$ cat src/rtl/pa_reg_pkg.sv
package pa_reg_pkg;

  // Transfer select encoding
  typedef enum logic {
    XFER_LOAD  = 1'b0,
    XFER_SHIFT = 1'b1
  } xfer_mode_e;

  // Encoding of the {J, K-bar} pair at the first stage
  typedef enum logic [1:0] {
    JK_CLEAR  = 2'b00,
    JK_HOLD   = 2'b01,
    JK_INVERT = 2'b10,
    JK_SET    = 2'b11
  } jk_code_e;

endpackage

$ cat src/rtl/pa_entry_logic.sv
module pa_entry_logic
  import pa_reg_pkg::*;
(
  input  logic j_in,
  input  logic kb_in,
  input  logic cur_q0,
  output logic nxt_q0
);

  jk_code_e code;

  always_comb begin
    code = jk_code_e'({j_in, kb_in});
    unique case (code)
      JK_CLEAR:  nxt_q0 = 1'b0;
      JK_SET:    nxt_q0 = 1'b1;
      JK_HOLD:   nxt_q0 = cur_q0;
      JK_INVERT: nxt_q0 = ~cur_q0;
      default:   nxt_q0 = cur_q0;
    endcase
  end

endmodule

$ cat src/rtl/pa_stage_bank.sv
module pa_stage_bank
  import pa_reg_pkg::*;
#(
  parameter int WIDTH = 4
) (
  input  logic             clk,
  input  logic             rst_n,
  input  logic             shift_en,
  input  logic             serial_nxt,
  input  logic [WIDTH-1:0] par_d,
  input  logic             j_in,
  input  logic             kb_in,
  output logic [WIDTH-1:0] q
);

  localparam int LAST = WIDTH - 1;

  xfer_mode_e       mode;
  logic [WIDTH-1:0] q_r;
  logic [WIDTH-1:0] q_nxt;

  assign mode = xfer_mode_e'(shift_en);

  // Next-state selection, one multiplexer per stage
  generate
    for (genvar i = 0; i < WIDTH; i++) begin : g_stage
      if (i == 0) begin : g_head
        always_comb q_nxt[i] = (mode == XFER_SHIFT) ? serial_nxt : par_d[i];
      end else begin : g_body
        always_comb q_nxt[i] = (mode == XFER_SHIFT) ? q_r[i-1] : par_d[i];
      end
    end
  endgenerate

  // Register process, asynchronous clear
  always_ff @(posedge clk or negedge rst_n) begin
    if (!rst_n) q_r <= '0;
    else        q_r <= q_nxt;
  end

  assign q = q_r;


  reset_clear_chk: assert property (@(posedge clk) !rst_n |-> (q_r == '0));


  shift_move_chk: assert property (@(posedge clk) disable iff (!rst_n)
    shift_en |=> (q_r[LAST:1] == $past(q_r[LAST-1:0])));


  load_copy_chk: assert property (@(posedge clk) disable iff (!rst_n)
    !shift_en |=> (q_r == $past(par_d)));


  jk_hold_chk: assert property (@(posedge clk) disable iff (!rst_n)
    (shift_en && !j_in && kb_in) |=> (q_r[0] == $past(q_r[0])));


  jk_invert_chk: assert property (@(posedge clk) disable iff (!rst_n)
    (shift_en && j_in && !kb_in) |=> (q_r[0] != $past(q_r[0])));


  d_entry_chk: assert property (@(posedge clk) disable iff (!rst_n)
    (shift_en && (j_in == kb_in)) |=> (q_r[0] == $past(j_in)));

endmodule

$ cat src/rtl/pa_shift_reg.sv
module pa_shift_reg
  import pa_reg_pkg::*;
#(
  parameter int WIDTH = 4
) (
  input  logic             clk,
  input  logic             rst_n,
  input  logic             shift_en,
  input  logic             j_in,
  input  logic             kb_in,
  input  logic [WIDTH-1:0] par_d,
  output logic [WIDTH-1:0] q,
  output logic             q_last_n
);

  localparam int LAST = WIDTH - 1;

  logic             head_nxt;
  logic [WIDTH-1:0] stage_q;

  pa_entry_logic u_entry (
    .j_in   (j_in),
    .kb_in  (kb_in),
    .cur_q0 (stage_q[0]),
    .nxt_q0 (head_nxt)
  );

  pa_stage_bank #(.WIDTH(WIDTH)) u_bank (
    .clk        (clk),
    .rst_n      (rst_n),
    .shift_en   (shift_en),
    .serial_nxt (head_nxt),
    .par_d      (par_d),
    .j_in       (j_in),
    .kb_in      (kb_in),
    .q          (stage_q)
  );

  assign q        = stage_q;
  assign q_last_n = ~stage_q[LAST];


  tail_inv_chk: assert property (@(posedge clk) disable iff (!rst_n)
    ##1 (q_last_n != q[LAST]));

endmodule

$ cat config.mk
export PLATFORM = sky130hd
export DESIGN_NAME = pa_shift_reg
export DESIGN_NICKNAME = d
export VERILOG_FILES = /design/src/rtl/pa_reg_pkg.sv /design/src/rtl/pa_entry_logic.sv /design/src/rtl/pa_stage_bank.sv /design/src/rtl/pa_shift_reg.sv
export SDC_FILE = /design/constraint.sdc
export NUM_CORES = 1
export LEC_CHECK = 0
export BUFFER_PORTS_ARGS = -buffer_cell sky130_fd_sc_hd__buf_2
export CAP_MARGIN = 40
export CORE_AREA = 2 2 39 41
export CTS_BUF_LIST = sky130_fd_sc_hd__clkbuf_4
export CTS_CLUSTER_SIZE = 24
export DETAILED_ROUTE_END_ITERATION = 8
export DIE_AREA = 0 0 41 43
export PLACE_DENSITY_LB_ADDON = 0.05
export RECOVER_POWER = 50
export SYNTH_ARGS = -nofsm -noshare
export SYNTH_HDL_FRONTEND = slang
export SYNTH_SLANG_ARGS = --single-unit
$ cat constraint.sdc
create_clock -name clk -period 2.2 [get_ports clk]
set_clock_uncertainty 0.05 [all_clocks]
set_input_delay 0.11 -clock clk [delete_from_list [all_inputs] [get_ports clk]]
set_output_delay 0.11 -clock clk [all_outputs]
set_load 0.01 [all_outputs]
[Yosys cells after proc, flatten, opt, wreduce, memory -nomap -nowiden]
Index checks and enable logic that the tools add are counted.
Cells by class
  bitwise gates (word level): 2
  multiplexer cells: 5
  equality and inequality tests: 4
  reductions and logical operators: 1
Operator list (count)
  $eq 2x2->1 const B: 2
  $mux 1: 4
  $pmux 1 s3: 1
  $eq 2x1->1 const B: 1
  $logic_not 2->1: 1
  $ne 2x2->1 const B: 1
  $not 1->1: 2
Word-level totals
  flip-flop bits (word level): 4
  word-level logic and storage cells: 14
  input port bits: 9
  output and inout port bits: 5

[Logic depth before layout (Yosys ltp)]
Gate-level depths: netlist of run 1.
  depth in word-level cells: 3
  depth in mapped cells: 2
  mapped depth without buffers: 2

[By module]
Synthesis of run 1 repeated with hierarchy kept, for this count alone.
Second synthesis, totals
  cell total of the unflattened synthesis: 10
  area, all modules: 163.9 um2
Modules (own cells, without submodules)
  pa_stage_bank: area an instance 145.1 um2, cells an instance 8, instances 1, sequential area each 100.1 um2
  pa_entry_logic: area an instance 15.0 um2, cells an instance 1, instances 1, sequential area each 0.0 um2
  pa_shift_reg: area an instance 3.8 um2, cells an instance 1, instances 1, sequential area each 0.0 um2

[Worst setup path before layout of run 1]
Ideal clock, no wire load.
  path type: register to register
  start point: register u_bank.q_r[1] (netlist: u_bank.q[1])
  end point: register u_bank.q_r[2] (netlist: u_bank.q[2])
  slack: 1379 ps
  arrival time: 646 ps
  cell stages (with the launch flop): 2
  setup time: 125 ps
  required time: 2025 ps
  buffers on the path: 0
  cells stage by stage: dfrtp_1 > mux2_2
On the way
  word-level cells in the longest chain between the ends: 1
Ends and longest elaborated chain
  start, declared: line pa_stage_bank.sv:19  | logic [WIDTH-1:0] q_r;
  start signal, assigned: line pa_stage_bank.sv:38  | else q_r <= q_nxt;
  $mux 1: line pa_stage_bank.sv:30  | always_comb q_nxt[i] = (mode == XFER_SHIFT) ? q_r[i-1] : par_d[i];
  named net u_bank.q_nxt[2]: line pa_stage_bank.sv:20  | logic [WIDTH-1:0] q_nxt;
The timed path passes the listed nets, and every way through them passes these cells.
A chain may end at the register's enable or synchronous reset.

[Worst setup path after layout of run 1]
  start point: register u_bank.q_r[0] (netlist: u_bank.q[0])
  end point: output port q[0]
RTL lines
  end, declared: line pa_shift_reg.sv:12  | output logic [WIDTH-1:0] q,
No word-level cell between the ends.

==> results of run 1 <==
[logic make-up after synthesis]
family,share of synthesized area
AO/OA/AOI/OAI,0.0305
buffers and inverters,0.0687
flip-flops,0.611
multiplexers,0.267
AND/OR/NAND/NOR,0.0229
[Yosys cell counts]
cell / number / area, sq um
nor2_1: 1 / 3.75
inv_1: 1 / 3.75
a21oi_1: 1 / 5.00
mux2_2: 3 / 33.8
mux2i_1: 1 / 10.0
buf_4: 1 / 7.51
dfrtp_1: 4 / 100
[cell usage in the layout, fill, tap and decap left out]
master	count
inv_1	1
mux2_2	3
mux2i_1	1
a21oi_1	1
clkbuf_4	3
nor2_1	1
dlygate4sd3_1	1
dfrtp_1	4
buf_2	12
clkbuf_1	1
[repair_timing]
item | in CTS | in global routing
endpoints found under the setup margin | 0 | 0
hold buffers | 1 | 0
hold endpoints to repair | 4 | 0
buffers inserted | 0 | 0
[layer usage]
| layer | vias to the layer above | GRT usage | part of all wire | routed length, microns |
|---|---|---|---|---|
| met5 | - | 0 | 0 | 0 |
| met4 | 0 | 0.0800 | 0.037 | 15 |
| met3 | 2 | 0.0628 | 0.13 | 51 |
| met2 | 9 | 0.0844 | 0.43 | 175 |
| met1 | 68 | 0.0784 | 0.40 | 161 |
| li1 | 72 | - | - | - |
[where the power goes]
part	internal, uW	switching, uW	total, uW	leakage (uW)
Clock	61.1	30.8	91.8	0.0000138
Sequential	81.2	3.92	85.1	0.0000460
Combinational	18.8	14.8	33.5	0.0000789
[worst max-delay path by stage]
stage,endpoint,slack [ns],cells after the start,start
floorplan,u_bank.q[2],1.38,1,u_bank.q[1]
global placement,u_bank.q[1],1.39,1,u_bank.q[0]
detailed placement,u_bank.q[0],1.36,2,u_bank.q[0]
CTS,q[0],1.25,1,u_bank.q[0]
global route,q[0],1.22,1,u_bank.q[0]
finish,q[0],1.27,1,u_bank.q[0]
[final cells by class]
| class | count | share of cell area |
|---|---|---|
| flip-flops and latches | 4 | 0.367 |
| clock buffers | 3 | 0.0826 |
| repair buffers | 14 | 0.271 |
| well taps | 16 | 0.0734 |
| multi-input cells | 6 | 0.193 |
| inverters | 1 | 0.0138 |
[stage by stage]
| stage | area [sq um] | total power, uW |
|---|---|---|
| 3_3_place_gp | 241 | 120 |
| 3_5_place_dp | 241 | 120 |
| 6_report | 273 | 210 |
| 2_1_floorplan | 164 | 102 |
| 5_1_grt | 273 | 229 |
| 4_1_cts | 274 | 218 |
==> metrics.md, run 1 <==
| Metric | Value |
|---|---|
| Routability Congestion | 0.568 |
| Dpl cells | 40 |
| DR iter-0 viols | 1 |
| Synth warnings | 0 |
| Hold_ws | 0.0552 ns |
| Seq/Total Area, Yosys | 0.611 |
| Worst r2r dst | u_bank.q[1] |
| CP max FO | 3 |
| Largest net degree at the start of global routing | 6 |
| Hold Path Class | input pin to flip-flop |
| Critical Path Sink Type | output port |
| Fin crit share | 0.423 |
| Hold wc startpoint | par_d[2] |
| #FFs+latches synth | 4 |
| Core Rows | 14 |
| Chip width | 41 microns |
| Crit path buf inv count | 1 |
| Dpl ws | 1.36 ns |
| Starting Density | 0.118 |
| Vert. Die Dim | 43 microns |
| Crit path max-delay family | flip-flops |
| Minimum clock period | 0.931 ns |
| Final Max Slew Viols | 0 |
| Share of post-route cells with drive strength above 1 | 0.643 |
| WS Path Type | flip-flop to output port |
| Vias per cell | 3.43 |
| Clk Latency, worst-skew pair | 0.23 ns |
| CP Data Arrival Time | 0.77 ns |
| Max IR drop VDD | 0.000157 V |
| CTS clock-pin slew for the worst setup and hold paths | 0.04 ns |
| Vias | 151 |
| Util after Layout | 0.197 |
| Sum Neg Setup Slack | 0 ns |
| Slew HR | 0.856 |
| Fin. Hold Viols | 0 |
| Avg Cell Area, Syn | 13.7 sq um |
| Fin cells | 44 |
| CTS sink cnt | 4 |
| Total global-route track usage | 0.0757 |
| # DRC | 0 |
| Sequential Area | 100 sq um |
| Final setup fails | 0 |
| Max-cap check violation count | 0 |
| Routed len/inst | 9.18 microns |
| Worst-margin pin slew | 0.215 ns |
| Clk buf depth | 2 |
| Detail Route Antenna Nets | 0 |
| IO buf count | 13 |
| TritonCTS buffer count | 3 |
| I/O pins | 14 |
| Pwr Density | 772 nW/um^2 |
| WHS Endpoint | u_bank.q[2] |
| Reg2reg setup slack | 1.37 ns |
| Final Worst Setup Slack | 1.27 ns |
| Core box area | 1380 sq um |
| Fillcell total | 165 |
| Area of the multi-input gates | 52.6 sq um |
| Gr ovfl total | 0 |
| Initial antenna violation count | 0 |
| Hold Crit Depth | 2 |
| Die ar. | 1760 sq um |
| Max reg flops | 4 |
| Root buffer cell | clkbuf_4 |
| Cell area after synthesis | 164 sq um |
| Critical-path cell list | buf_2 |
| Post-Synthesis Cells | 12 |
| RSZ-0062 raised after global routing | no |
| CP peak stage delay | 0.39 ns |
| R2r worst-path depth | 1 |
| Final net count | 39 |
| Post-CTS sizing | 0 |
| R2r startpoint | u_bank.q[0] |
| Number of distinct library cells after synthesis | 7 |
| Pleak | 0.000139 uW |
| Routed WL | 404 microns |
| H-tree depth | 1 |
| Worst Path Required | 2.04 ns |
| Status | complete, no violations |
| Slowest stage cell, crit path | dfrtp_1 |
| First-pass GRT wire length | 772 microns |
| Drt first pass iters | 2 |
| Post-Synthesis Net Count | 21 |
| Number of global-route vias before repair | 176 |
| TritonCTS clock tree | yes |
| Syn-to-layout area delta | 66.4% |
| Antenna cells | 0 |
| F_max | 1070 MHz |
| Startpoint types | flip-flop |
No activity file was read; power rests on OpenSTA's default activity.
==> inputs of run 2 (changes only) <==
- clock period: 2.2 -> 1 ns (I/O delays scaled with it)
==> run 2 against run 1 <==
Compared with the run above: combinational power grew 130%; sequential power increased by 120%; hold slack worse by 0.051 ns; non-clock buffer count rose by 2; sequential share of layout area shrank 2.4 points; register-to-register slack lost 1.2 ns; global-route usage is the same; cell count rose by 4.5%; critical path depth stayed put; worst setup slack lost 1.1 ns; sequential cell count stayed put; highest routed layer unchanged.
==> metrics.md, run 2 (synthesis gave the netlist of run 1 again) <==
| Metric | Value |
|---|---|
| Status | complete, no violations |
| Crit path max-delay family | flip-flops |
| Final Power | 468 uW |
| Routability Congestion | 0.568 |
| Fin. Hold Viols | 0 |
| IO buf count | 13 |
| TritonCTS buffer count | 3 |
| Final setup fails | 0 |
| First-pass GRT wire length | 772 microns |
| Final net count | 41 |
| Crit path buf inv count | 1 |
| Number of global-route vias before repair | 177 |
| Final Worst Setup Slack | 0.129 ns |
| Clk buf depth | 2 |
| Core Rows | 14 |
| Clk Latency, worst-skew pair | 0.23 ns |
| Critical Path Sink Type | output port |
| Most frequent cells in the layout | buf_2 (11), dfrtp_1 (4), mux2_2 (3), clkbuf_4 (3), dlygate4sd3_1 (3) |
| Starting Density | 0.118 |
| Total global-route track usage | 0.0757 |
| Fin crit share | 0.871 |
| CP max FO | 3 |
| CTS clock-pin slew for the worst setup and hold paths | 0.04 ns |
| WS Path Type | flip-flop to output port |
| Vias per cell | 3.41 |
| Sum Neg Setup Slack | 0 ns |
| RSZ-0062 raised after global routing | no |
| Slowest stage cell, crit path | dfrtp_1 |
| Syn-to-layout area delta | 77.9% |
| Dpl ws | 0.164 ns |
| Dpl cells | 40 |
| H-tree depth | 1 |
| Most common cell after layout, fill and taps aside | buf_2 |
| Hold Path Class | input pin to flip-flop |
| TritonCTS clock tree | yes |
| Startpoint types | flip-flop |
| CP peak stage delay | 0.39 ns |
| Detail Route Antenna Nets | 0 |
| Fin cells | 46 |
| Minimum clock period | 0.871 ns |
| Worst-margin pin slew | 0.215 ns |
| Critical-path cell list | buf_2 |
| Gr ovfl total | 0 |
| Max-cap check violation count | 0 |
| Largest net degree at the start of global routing | 6 |
| Worst Path Required | 0.90 ns |
| I/O pins | 14 |
| DR iter-0 viols | 1 |
| Root buffer cell | clkbuf_4 |
| # DRC | 0 |
| Drt first pass iters | 2 |
| Slew HR | 0.856 |
| Share of post-route cells with drive strength above 1 | 0.567 |
| CTS sink cnt | 4 |
| Post-CTS Setup Bufs | 0 |
| Antenna cells | 0 |
| CP Data Arrival Time | 0.77 ns |
| Initial antenna violation count | 0 |
| Routed WL | 410 microns |
| Final Max Slew Viols | 0 |
| Max IR drop VDD | 0.000357 V |
| Core box area | 1380 sq um |
| Routed len/inst | 8.91 microns |
| Die ar. | 1760 sq um |
| Vert. Die Dim | 43 microns |
| Vias | 157 |
| F_max | 1150 MHz |
| Pleak | 0.000144 uW |
| Chip width | 41 microns |
| Pwr Density | 1600 nW/um^2 |
| Max reg flops | 4 |
run 2: cell count changes in the layout (fill, tap and decap cells not counted):
| cell | previous run | this run |
|---|---|---|
| clkbuf_1 | 1 | 2 |
| dlygate4sd3_1 | 1 | 3 |
| buf_2 | 12 | 11 |
run 2: final cells by class:
type,instances,area [sq um]
flip-flops and latches,4,100
inverters,1,3.75
multi-input cells,6,52.6
repair buffers,16,92.6
fillers,161,1090
well taps,16,20.0
clock buffers,3,22.5
run 2: metrics by stage:
| stage | hold slack (ns) | utilization | cell area, sq um |
|---|---|---|---|
| finish | 0.00466 | 0.211 | 292 |
| global route | 0.00905 | 0.211 | 292 |
| CTS | 0.000521 | 0.212 | 294 |
| detailed placement | -0.187 | 0.175 | 241 |
| global placement | -0.187 | 0.175 | 241 |
| floorplan | -0.296 | - | 164 |
run 2: final timing paths:
kind | endpoint | depth (start not counted) | slack (ns) | startpoint
worst max register to register | u_bank.q[1] | 1 | 0.17 | u_bank.q[0]
worst min-delay path | u_bank.q[1] | 2 | 0.005 | par_d[1]
worst min register to register | u_bank.q[2] | 1 | 0.45 | u_bank.q[1]
worst max-delay path | q[0] | 1 | 0.13 | u_bank.q[0]
max in group asynchronous | u_bank.q[1] | 2 | 0.59 | rst_n
min in group asynchronous | u_bank.q[2] | 2 | 0.12 | rst_n
run 2: what timing repair did:
item / CTS / global route
hold buffers: 3 / 0
gates resized for setup: 0 / 0
hold endpoints to repair: 6 / 0
run 2: where the power goes:
part	switching, uW	internal (uW)	leakage, uW	total (uW)
Sequential	8.73	179	0.0000460	187
Clock	67.7	134	0.0000138	202
Combinational	33.2	45.3	0.0000846	78.5
Total	110	358	0.000144	468
run 2: routing by layer:
layer / global-route usage / up-vias / wire, microns
met1: 0.0784 / 70 / 166
met4: 0.0800 / 0 / 15
met5: 0 / - / 0
met3: 0.0628 / 2 / 49
met2: 0.0844 / 9 / 179
li1: - / 76 / -
==> inputs of run 3 (changes only) <==
- BUFFER_PORTS_ARGS: -buffer_cell sky130_fd_sc_hd__buf_2 -> not set
- DONT_BUFFER_PORTS: not set -> 1
- GPL_ROUTABILITY_DRIVEN: not set -> 0
==> run 3 against run 2 <==
Compared with the run above: critical path depth up 1; highest routed layer is now met3; non-clock buffer count down 8; clock-buffer cell count unchanged.
==> metrics.md, run 3 (synthesis gave the netlist of run 1 again) <==
| Metric | Value |
|---|---|
| Final Max Slew Viols | 0 |
| Hold Path Class | input pin to asynchronous set/reset pin |
| Die ar. | 1760 sq um |
| Hold_ws | 0.0350 ns |
| Most frequent cells in the layout | dlygate4sd3_1 (7), dfrtp_1 (4), mux2_2 (3), clkbuf_4 (3) |
| Pleak | 0.000129 uW |
| Core Rows | 14 |
| Crit path max-delay family | flip-flops |
| Status | complete, no violations |
| Number of global-route vias before repair | 158 |
| Fin. Hold Viols | 0 |
| Final setup fails | 0 |
| Fin crit share | 0.878 |
| WS Path Type | flip-flop to flip-flop |
| First-pass GRT wire length | 600 microns |
| Slowest stage cell, crit path | dfrtp_1 |
| IO buf count | 0 |
| R2r worst-path depth | 2 |
| Vias per cell | 3.42 |
| Fillcell total | 159 |
| Design area | 282 sq um |
| Initial antenna violation count | 0 |
| Critical Path Sink Type | flip-flop |
| Drt first pass iters | 1 |
| Placed cell areas | 176 sq um |
| TritonCTS clock tree | yes |
| Detail Route Antenna Nets | 0 |
| Post-CTS Setup Bufs | 0 |
| CP max FO | 3 |
| Sum Neg Setup Slack | 0 ns |
| Minimum clock period | 0.878 ns |
| Worst Path Required | 1.06 ns |
| DR iter-0 viols | 0 |
| CTS clock-pin slew for the worst setup and hold paths | 0.04 ns |
| Largest net degree at the start of global routing | 6 |
| Antenna cells | 0 |
| Routed WL | 406 microns |
| H-tree depth | 1 |
| Vert. Die Dim | 43 microns |
| Final net count | 33 |
| TritonCTS buffer count | 3 |
| Sequential Area | 100 sq um |
| Vias | 130 |
| RSZ-0062 raised after global routing | no |
| Dpl ws | 0.118 ns |
| Starting Density | 0.118 |
| CTS sink cnt | 4 |
| Critical-path cell list | mux2i_1 -> a21oi_1 |
| Gr ovfl total | 0 |
| I/O pins | 14 |
| Total global-route track usage | 0.0623 |
| Area of the multi-input gates | 52.6 sq um |
| CP peak stage delay | 0.42 ns |
| Chip width | 41 microns |
| Root buffer cell | clkbuf_4 |
| Pwr Density | 1630 nW/um^2 |
| Clk Latency, worst-skew pair | 0.24 ns |
| Max-cap check violation count | 0 |
| F_max | 1140 MHz |
| # DRC | 0 |
| R2r startpoint | u_bank.q[0] |
| Core box area | 1380 sq um |
| Most common cell after layout, fill and taps aside | dlygate4sd3_1 |
| Max IR drop VDD | 0.000695 V |
| Routed len/inst | 10.7 microns |
| Final Worst Setup Slack | 0.122 ns |
| Worst r2r dst | u_bank.q[0] |
| Worst-margin pin slew | 0.214 ns |
| CP Data Arrival Time | 0.94 ns |
| Share of post-route cells with drive strength above 1 | 0.273 |
| Startpoint types | flip-flop |
| Reg2reg setup slack | 0.12 ns |
| Slew HR | 0.858 |
| Syn-to-layout area delta | 71.8% |
| Max reg flops | 4 |
| Crit path buf inv count | 0 |
| Clk buf depth | 2 |
==> run 3: cell type report <==
type                            instances  share of cell area
Multi-Input combinational cell          6               0.187
Clock buffer                            3              0.0800
Sequential cell                         4               0.356
Timing Repair Buffer                    8               0.293
Tap cell                               16              0.0711
Inverter                                1              0.0133
==> run 3: routing by layer <==
layer  wire length [microns]  part of all wire  track usage  up-vias
met4                       0                 0       0.0200        0
met2                     186              0.46       0.0781       12
li1                        -                 -            -       60
met1                     138              0.34       0.0484       58
met3                      81              0.20       0.0995        0
met5                       0                 0            0        -
==> run 3: worst max-delay path by stage <==
stage | from | to | slack [ns] | cells after the start
CTS | shift_en | u_bank.q[3] | 0.007 | 2
global route | u_bank.q[0] | u_bank.q[0] | 0.07 | 2
floorplan | u_bank.q[1] | u_bank.q[2] | 0.18 | 1
finish | u_bank.q[0] | u_bank.q[0] | 0.12 | 2
global placement | u_bank.q[0] | u_bank.q[1] | 0.12 | 1
detailed placement | u_bank.q[0] | u_bank.q[0] | 0.12 | 2
==> run 3: repair_timing <==
item,4_1_cts,5_1_grt
endpoints found under the setup margin,0,1
resized for setup,0,1
endpoints found under the hold margin,8,0
hold buffers,8,0
==> run 3: power by group <==
group	total (uW)	internal, uW	switching [uW]
clock	205	135	70.0
combinational	54.2	36.7	17.5
sequential	199	179	20.2
==> run 3: stage by stage <==
stage	cells	power, uW	utilization
after floorplan	12	225	-
after global placement	27	226	0.127
after detailed placement	27	226	0.127
after CTS	38	471	0.202
after global routing	38	500	0.203
final	38	458	0.203
